--- src/rtl/icap_pkg.sv ---
package icap_pkg;
    localparam int DW     = 8;
    localparam int CW     = 2 * DW;
    localparam int AW     = 6;
    localparam int NSRC   = 4;

    localparam logic [AW-1:0] ADR_SNAP_LO = 6'h22;
    localparam logic [AW-1:0] ADR_SNAP_HI = 6'h23;
    localparam logic [AW-1:0] ADR_FLAGS   = 6'h2A;
    localparam logic [AW-1:0] ADR_ENABLE  = 6'h2B;
    localparam logic [AW-1:0] ADR_CTRL    = 6'h2E;

    localparam int BIT_OVF  = 0;
    localparam int BIT_CMPA = 1;
    localparam int BIT_CMPB = 2;
    localparam int BIT_CAP  = 5;

    localparam logic [DW-1:0] ENABLE_WMASK = 8'h27;
    localparam logic [DW-1:0] CTRL_WMASK   = 8'h03;
    localparam int CTRL_SRC = 0;
    localparam int CTRL_TOP = 1;
    localparam logic [CW-1:0] TOP_MAX = '1;

    typedef enum logic [2:0] {
        SEL_NONE, SEL_SNAP_LO, SEL_SNAP_HI, SEL_FLAGS, SEL_ENABLE, SEL_CTRL
    } reg_sel_e;

    typedef struct packed {
        logic          rd;
        logic          wr;
        reg_sel_e      sel;
        logic [DW-1:0] data;
    } bus_req_t;

    function automatic reg_sel_e decode_addr(input logic [AW-1:0] a);
        case (a)
            ADR_SNAP_LO: return SEL_SNAP_LO;
            ADR_SNAP_HI: return SEL_SNAP_HI;
            ADR_FLAGS:   return SEL_FLAGS;
            ADR_ENABLE:  return SEL_ENABLE;
            ADR_CTRL:    return SEL_CTRL;
            default:     return SEL_NONE;
        endcase
    endfunction

    // request line index -> bit position in flag/enable registers
    function automatic int src_bit(input int idx);
        case (idx)
            0:       return BIT_OVF;
            1:       return BIT_CMPA;
            2:       return BIT_CMPB;
            default: return BIT_CAP;
        endcase
    endfunction
endpackage

--- src/rtl/icap_edge_det.sv ---
module icap_edge_det #(
    parameter int STAGES = 2
) (
    input  logic clk,
    input  logic rst,
    input  logic din,
    output logic rise
);
    localparam int N = (STAGES < 1) ? 1 : STAGES;

    logic [N-1:0] sync_q;
    logic         last_q;

    generate
        if (N == 1) begin : g_one
            always_ff @(posedge clk) begin
                if (rst) sync_q <= '0;
                else     sync_q <= din;
            end
        end else begin : g_chain
            always_ff @(posedge clk) begin
                if (rst) sync_q <= '0;
                else     sync_q <= {sync_q[N-2:0], din};
            end
        end
    endgenerate

    always_ff @(posedge clk) begin
        if (rst) last_q <= 1'b0;
        else     last_q <= sync_q[N-1];
    end

    assign rise = sync_q[N-1] & ~last_q;

    // one snapshot per source edge
    assert_single_rise_R1: assert property (@(posedge clk) disable iff (rst)
        rise |=> !rise);
endmodule

--- src/rtl/icap_hold_reg.sv ---
module icap_hold_reg
    import icap_pkg::*;
(
    input  logic          clk,
    input  logic          rst,
    input  logic          evt,
    input  logic [CW-1:0] cnt,
    input  bus_req_t      req,
    input  logic          shr_we,
    input  logic [DW-1:0] shr_wdata,
    output logic [CW-1:0] snap_q,
    output logic [DW-1:0] tmp_q,
    output logic [DW-1:0] rdata
);
    logic wr_lo, wr_hi, rd_lo, rd_hi;

    assign wr_lo = req.wr && (req.sel == SEL_SNAP_LO);
    assign wr_hi = req.wr && (req.sel == SEL_SNAP_HI);
    assign rd_lo = req.rd && (req.sel == SEL_SNAP_LO);
    assign rd_hi = req.rd && (req.sel == SEL_SNAP_HI);

    always_ff @(posedge clk) begin
        if (rst) begin
            snap_q <= '0;
        end else if (evt) begin
            snap_q <= cnt;
        end else if (wr_lo) begin
            snap_q <= {tmp_q, req.data};
        end
    end

    always_ff @(posedge clk) begin
        if (rst) begin
            tmp_q <= '0;
        end else if (wr_hi) begin
            tmp_q <= req.data;
        end else if (rd_lo) begin
            tmp_q <= snap_q[CW-1:DW];
        end else if (shr_we) begin
            tmp_q <= shr_wdata;
        end
    end

    always_comb begin
        rdata = '0;
        if (rd_lo)      rdata = snap_q[DW-1:0];
        else if (rd_hi) rdata = tmp_q;
    end

    assert_snap_load_R1: assert property (@(posedge clk) disable iff (rst)
        evt |=> snap_q == $past(cnt));
    assert_lo_commit_R4: assert property (@(posedge clk) disable iff (rst)
        (wr_lo && !evt) |=> snap_q == {$past(tmp_q), $past(req.data)});
    assert_hi_write_hold_R4: assert property (@(posedge clk) disable iff (rst)
        (wr_hi && !evt) |=> $stable(snap_q));
    assert_lo_read_stage_R3: assert property (@(posedge clk) disable iff (rst)
        rd_lo |=> tmp_q == $past(snap_q[CW-1:DW]));
endmodule

--- src/rtl/icap_irq_ctrl.sv ---
module icap_irq_ctrl
    import icap_pkg::*;
(
    input  logic            clk,
    input  logic            rst,
    input  logic            evt,
    input  logic            ack,
    input  logic            gie,
    input  logic            ovf_flag,
    input  logic            cmpa_flag,
    input  logic            cmpb_flag,
    input  bus_req_t        req,
    output logic [NSRC-1:0] irq,
    output logic [DW-1:0]   rdata
);
    logic [DW-1:0] enable_q;
    logic          cap_flag_q;
    logic [DW-1:0] flag_vec;
    logic          sw_clear;

    assign sw_clear = req.wr && (req.sel == SEL_FLAGS) && req.data[BIT_CAP];

    always_ff @(posedge clk) begin
        if (rst)                                      enable_q <= '0;
        else if (req.wr && (req.sel == SEL_ENABLE))   enable_q <= req.data & ENABLE_WMASK;
    end

    always_ff @(posedge clk) begin
        if (rst)                  cap_flag_q <= 1'b0;
        else if (evt)             cap_flag_q <= 1'b1;
        else if (sw_clear || ack) cap_flag_q <= 1'b0;
    end

    always_comb begin
        flag_vec           = '0;
        flag_vec[BIT_OVF]  = ovf_flag;
        flag_vec[BIT_CMPA] = cmpa_flag;
        flag_vec[BIT_CMPB] = cmpb_flag;
        flag_vec[BIT_CAP]  = cap_flag_q;
    end

    generate
        for (genvar i = 0; i < NSRC; i++) begin : g_req
            localparam int P = src_bit(i);
            assign irq[i] = gie & enable_q[P] & flag_vec[P];
        end
    endgenerate

    always_comb begin
        rdata = '0;
        if (req.rd && (req.sel == SEL_ENABLE)) rdata = enable_q;
        else if (req.rd && (req.sel == SEL_FLAGS)) rdata = flag_vec;
    end

    assert_flag_set_R8: assert property (@(posedge clk) disable iff (rst)
        evt |=> cap_flag_q);
    assert_flag_clear_R8: assert property (@(posedge clk) disable iff (rst)
        ((sw_clear || ack) && !evt) |=> !cap_flag_q);
endmodule

--- src/rtl/tmr_icap.sv ---
module tmr_icap
    import icap_pkg::*;
#(
    parameter int SYNC_STAGES = 2
) (
    input  logic            clk,
    input  logic            rst,
    input  logic [AW-1:0]   bus_addr,
    input  logic [DW-1:0]   bus_wdata,
    input  logic            bus_we,
    input  logic            bus_re,
    output logic [DW-1:0]   bus_rdata,
    input  logic [CW-1:0]   cnt_i,
    input  logic            cap_pin_i,
    input  logic            acmp_i,
    input  logic            ovf_flag_i,
    input  logic            cmpa_flag_i,
    input  logic            cmpb_flag_i,
    input  logic            gie_i,
    input  logic            cap_ack_i,
    input  logic            shr_tmp_we_i,
    input  logic [DW-1:0]   shr_tmp_wdata_i,
    output logic [DW-1:0]   shr_tmp_q_o,
    output logic [CW-1:0]   top_o,
    output logic [NSRC-1:0] irq_o
);
    bus_req_t      req;
    logic [DW-1:0] ctrl_q;
    logic          src_lvl;
    logic          cap_evt;
    logic [CW-1:0] snap_q;
    logic [DW-1:0] rd_hold, rd_irq, rd_ctrl;

    always_comb begin
        req.rd   = bus_re;
        req.wr   = bus_we;
        req.sel  = decode_addr(bus_addr);
        req.data = bus_wdata;
    end

    always_ff @(posedge clk) begin
        if (rst)                                 ctrl_q <= '0;
        else if (req.wr && req.sel == SEL_CTRL)  ctrl_q <= req.data & CTRL_WMASK;
    end

    assign src_lvl = ctrl_q[CTRL_SRC] ? acmp_i : cap_pin_i;

    icap_edge_det #(.STAGES(SYNC_STAGES)) u_edge (
        .clk  (clk),
        .rst  (rst),
        .din  (src_lvl),
        .rise (cap_evt)
    );

    icap_hold_reg u_hold (
        .clk       (clk),
        .rst       (rst),
        .evt       (cap_evt),
        .cnt       (cnt_i),
        .req       (req),
        .shr_we    (shr_tmp_we_i),
        .shr_wdata (shr_tmp_wdata_i),
        .snap_q    (snap_q),
        .tmp_q     (shr_tmp_q_o),
        .rdata     (rd_hold)
    );

    icap_irq_ctrl u_irq (
        .clk       (clk),
        .rst       (rst),
        .evt       (cap_evt),
        .ack       (cap_ack_i),
        .gie       (gie_i),
        .ovf_flag  (ovf_flag_i),
        .cmpa_flag (cmpa_flag_i),
        .cmpb_flag (cmpb_flag_i),
        .req       (req),
        .irq       (irq_o),
        .rdata     (rd_irq)
    );

    assign rd_ctrl   = (req.rd && req.sel == SEL_CTRL) ? ctrl_q : '0;
    assign bus_rdata = rd_hold | rd_irq | rd_ctrl;
    assign top_o     = ctrl_q[CTRL_TOP] ? snap_q : TOP_MAX;

    // idle bus returns zero
    assert_idle_rdata_R12: assert property (@(posedge clk) disable iff (rst)
        !bus_re |-> bus_rdata == '0);
endmodule

--- config.mk ---
export PLATFORM = sky130hd
export DESIGN_NAME = tmr_icap
export DESIGN_NICKNAME = d
export VERILOG_FILES = /design/src/rtl/icap_pkg.sv /design/src/rtl/icap_edge_det.sv /design/src/rtl/icap_hold_reg.sv /design/src/rtl/icap_irq_ctrl.sv /design/src/rtl/tmr_icap.sv
export SDC_FILE = /design/constraint.sdc
export NUM_CORES = 1
export LEC_CHECK = 0
export BUFFER_PORTS_ARGS = -buffer_cell sky130_fd_sc_hd__buf_4
export CAP_MARGIN = 25
export CELL_PAD_IN_SITES_DETAIL_PLACEMENT = 1
export CELL_PAD_IN_SITES_GLOBAL_PLACEMENT = 1
export CORE_MARGIN = 2
export CORE_UTILIZATION = 38
export DETAILED_ROUTE_END_ITERATION = 12
export GPL_ROUTABILITY_DRIVEN = 1
export PLACE_DENSITY = 0.95
export SLEW_MARGIN = 20
export SYNTH_ARGS = -nofsm -noshare
export SYNTH_HDL_FRONTEND = slang
export SYNTH_SLANG_ARGS = --single-unit
--- constraint.sdc ---
create_clock -name clk -period 3.6 [get_ports clk]
set_input_delay 0.72 -clock clk [delete_from_list [all_inputs] [get_ports clk]]
set_output_delay 0.72 -clock clk [all_outputs]
set_load 0.01 [all_outputs]
==> key figures <==
Outcome
  – Status: finished, final reports clean

Synth
  – Top-area cell type share of the netlist area: 30.9%
  – Synth async-reset ratio: 0%
  – Unique cell type count in the Yosys netlist: 40
  – Ys Warns: 0
  – Most area-consuming cells after synthesis: dfxtp_1, mux2i_1, a211oi_2
  – Cell Area, Synth: 2200 µm²
  – Avg Inst Size Synth: 8.68 µm²
  – Yosys reg bits: 34
  – Syn nets: 304
  – Sequential area share after synthesis: 30.9%
  – Post-synth EDFFs: 0
  – Yosys top cell by area: dfxtp_1
  – Ys flop type: dfxtp_1
  – Synth Instances: 254

GRT
  – Total grt overflow: 0
  – Vias in the first global route: 2439
  – First-pass GRT wire length: 12800 µm
  – Initial antenna violation count: 0
  – Global Route Usage Sum: 26.1%
  – Largest net degree at the start of global routing: 37

Drt
  – DRT Pass-1 Iters: 4
  – DRT antenna net count: 0
  – Final wirelength: 8230 µm
  – WL/cell: 20.6 µm
  – # DRC: 0
  – Vias/cell: 5.85
  – Via count: 2334
  – DR iter-0 viols: 102

Clocking
  – CTS root buf: clkbuf_8
  – Post-CTS resize count: 0
  – CTS tree: built
  – CTS buffer count: 5
  – Clock slew at reported path FFs: 0.08 ns
  – Worst skew pair latency: 0.29 ns
  – Max H-tree Level: 2
  – Hold buffers post-CTS: 0
  – Setup bufs post-CTS: 0
  – Sink Count: 34
  – Max Buffers Root-to-Sink: 2

Worst setup path
  – Crit path kind: input port to output pin
  – Worst EP arrival: 2.37 ns
  – CP endpoint kind: output pin
  – Highest net fanout along the worst path: 13
  – Startpoint types: input port
  – CP required: 2.88 ns

STA
  – Clock Skew: 0.00794 ns
  – Setup TNS: 0 ns
  – Fmax: 323 MHz
  – Final Cycle Share: 85.9%
  – Final hold violation count: 0
  – RSZ-0062 raised after global routing: false
  – Max-Slew Margin vs Limit: 52.2%
  – Max-slew violations: 0
  – Worst Max-Slew Pin Slew: 0.717 ns
  – Final setup fails: 0
  – Final critical-path required period: 3.09 ns

Finish
  – Finished Layout Cells: 399
  – Area delta synth->final: 32.5%
  – Share of layout cells above drive strength 1: 35.2%
  – N_diodes: 0
  – Fin nets: 376
  – Core Util, Final: 52.7%

Power and ir drop
  – Total Power: 899 µW
  – Static leakage: 0.00112 µW
  – Power Dens Cells: 308 nW/µm²
  – VDD IR-drop max: 134 µV

Worst hold path
  – Tightest Hold Check Type: flip-flop to flip-flop

Die
  – # rows: 27
  – Initial Util: 39.8%
  – Die area: 6430 µm²
  – Die Y: 80.2 µm
  – CORE AREA: 5540 µm²
  – # IOs: 86
  – Die X: 80.2 µm

Place
  – DP Cell Count: 391
  – Number of port buffers: 85
  – Final Wtd Congestion: 0.914
  – Post-DP HPWL: 6030 µm

Job
  – Max-Cap Viols: 0
-- layer usage --
metal	vias to the layer above	GRT usage (%)	share of wire, %
met2	120	44.1	50
met3	10	4.83	7.3
li1	1079	-	-
met1	1125	33.1	42
met5	-	0	0
met4	0	9.15	0.98
-- report_power, final --
group	switching [µW]	total (µW)	internal [µW]
clock network	141	295	154
registers	19.6	413	394
logic	100	190	89.7
total	261	899	638
-- flip-flops by register name, summed over array words and instances (netlist names) --
signal / flops
u_hold.snap_q: 16
u_hold.tmp_q: 8
u_irq.enable_q: 4
ctrl_q: 2
u_edge.sync_q: 2
u_edge.last_q: 1
u_irq.cap_flag_q: 1
-- critical path, cell delays in order --
cell     delay, ns
buf_4         0.11
and3b_1       0.51
nand3_1       0.43
nor2_1        0.29
a221o_1       0.19
buf_4         0.12
-- cell type report --
cell class / instances / area, µm²
fill: 680 / 2620
multi-input combinational: 192 / 1370
sequential: 34 / 681
timing repair buffer: 89 / 676
tap: 72 / 90.1
clock buffer: 7 / 86.3
inverter: 4 / 15.0
clock inverter: 1 / 5.00
-- worst paths after layout --
kind / slack, ns / cells past startpoint / endpoint / start
worst max-delay path: 0.51 / 6 / bus_rdata[2] / bus_addr[4]
worst min-delay path: 0.47 / 1 / u_edge.sync_q[1]$_SDFF_PP0_ / u_edge.sync_q[0]$_SDFF_PP0_
worst max register to register: 1.93 / 5 / u_hold.snap_q[4]$_SDFFE_PP0P_ / u_edge.sync_q[1]$_SDFF_PP0_
worst min register to register: 0.47 / 1 / u_edge.sync_q[1]$_SDFF_PP0_ / u_edge.sync_q[0]$_SDFF_PP0_
-- through the flow --
stage / worst slack [ns] / cell area (µm²) / hold WS (ns)
after CTS: 0.521 / 2920 / 0.469
final: 0.506 / 2920 / 0.470
after detailed placement: 0.536 / 2830 / 0.458
after global routing: 0.388 / 2920 / 0.475
after global placement: 0.641 / 2820 / 0.424
after floorplan: 1.15 / 2200 / 0.414
-- synthesized netlist by cell type (2+ instances only) --
| master | count |
|---|---|
| a211oi_1 | 2 |
| a211oi_2 | 14 |
| a21oi_1 | 7 |
| a221o_1 | 2 |
| a22o_1 | 7 |
| and3_1 | 5 |
| buf_2 | 7 |
| buf_6 | 5 |
| clkbuf_1 | 10 |
| dfxtp_1 | 34 |
| inv_1 | 4 |
| mux2i_1 | 31 |
| nand2_1 | 3 |
| nand2b_1 | 17 |
| nand3_1 | 3 |
| nand4b_1 | 2 |
| nor2_1 | 42 |
| nor2b_1 | 2 |
| nor3_1 | 18 |
| o21ai_0 | 7 |
| o22ai_1 | 7 |
| o32ai_1 | 7 |
-- logic make-up (layout without fill, tap and decap cells) --
kind of cell / count (synthesis) / after routing / share of synthesized area (%)
buffers and inverters: 28 / 101 / 7.04
DFF: 34 / 34 / 30.9
and+or+nand+nor: 98 / 98 / 22.1
AOI/OAI and AO/OA: 61 / 61 / 24.3
muxes: 33 / 33 / 15.6
-- cell usage in the layout, fill, tap and decap left out, types with 2 or more instances in the layout --
master and count:
buf_4 88, nor2_1 42, dfxtp_1 34, mux2i_1 31, nor3_1 18, nand2b_1 17, a211oi_2 14, o21ai_0 7
o32ai_1 7, a21oi_1 7, o22ai_1 7, a22o_1 7, clkbuf_8 6, and3_1 5, inv_1 4, nand2_1 3
nand3_1 3, nor2b_1 2, nand4b_1 2, a221o_1 2, a211oi_1 2
Note: power is estimated with default switching activity, not from simulation.
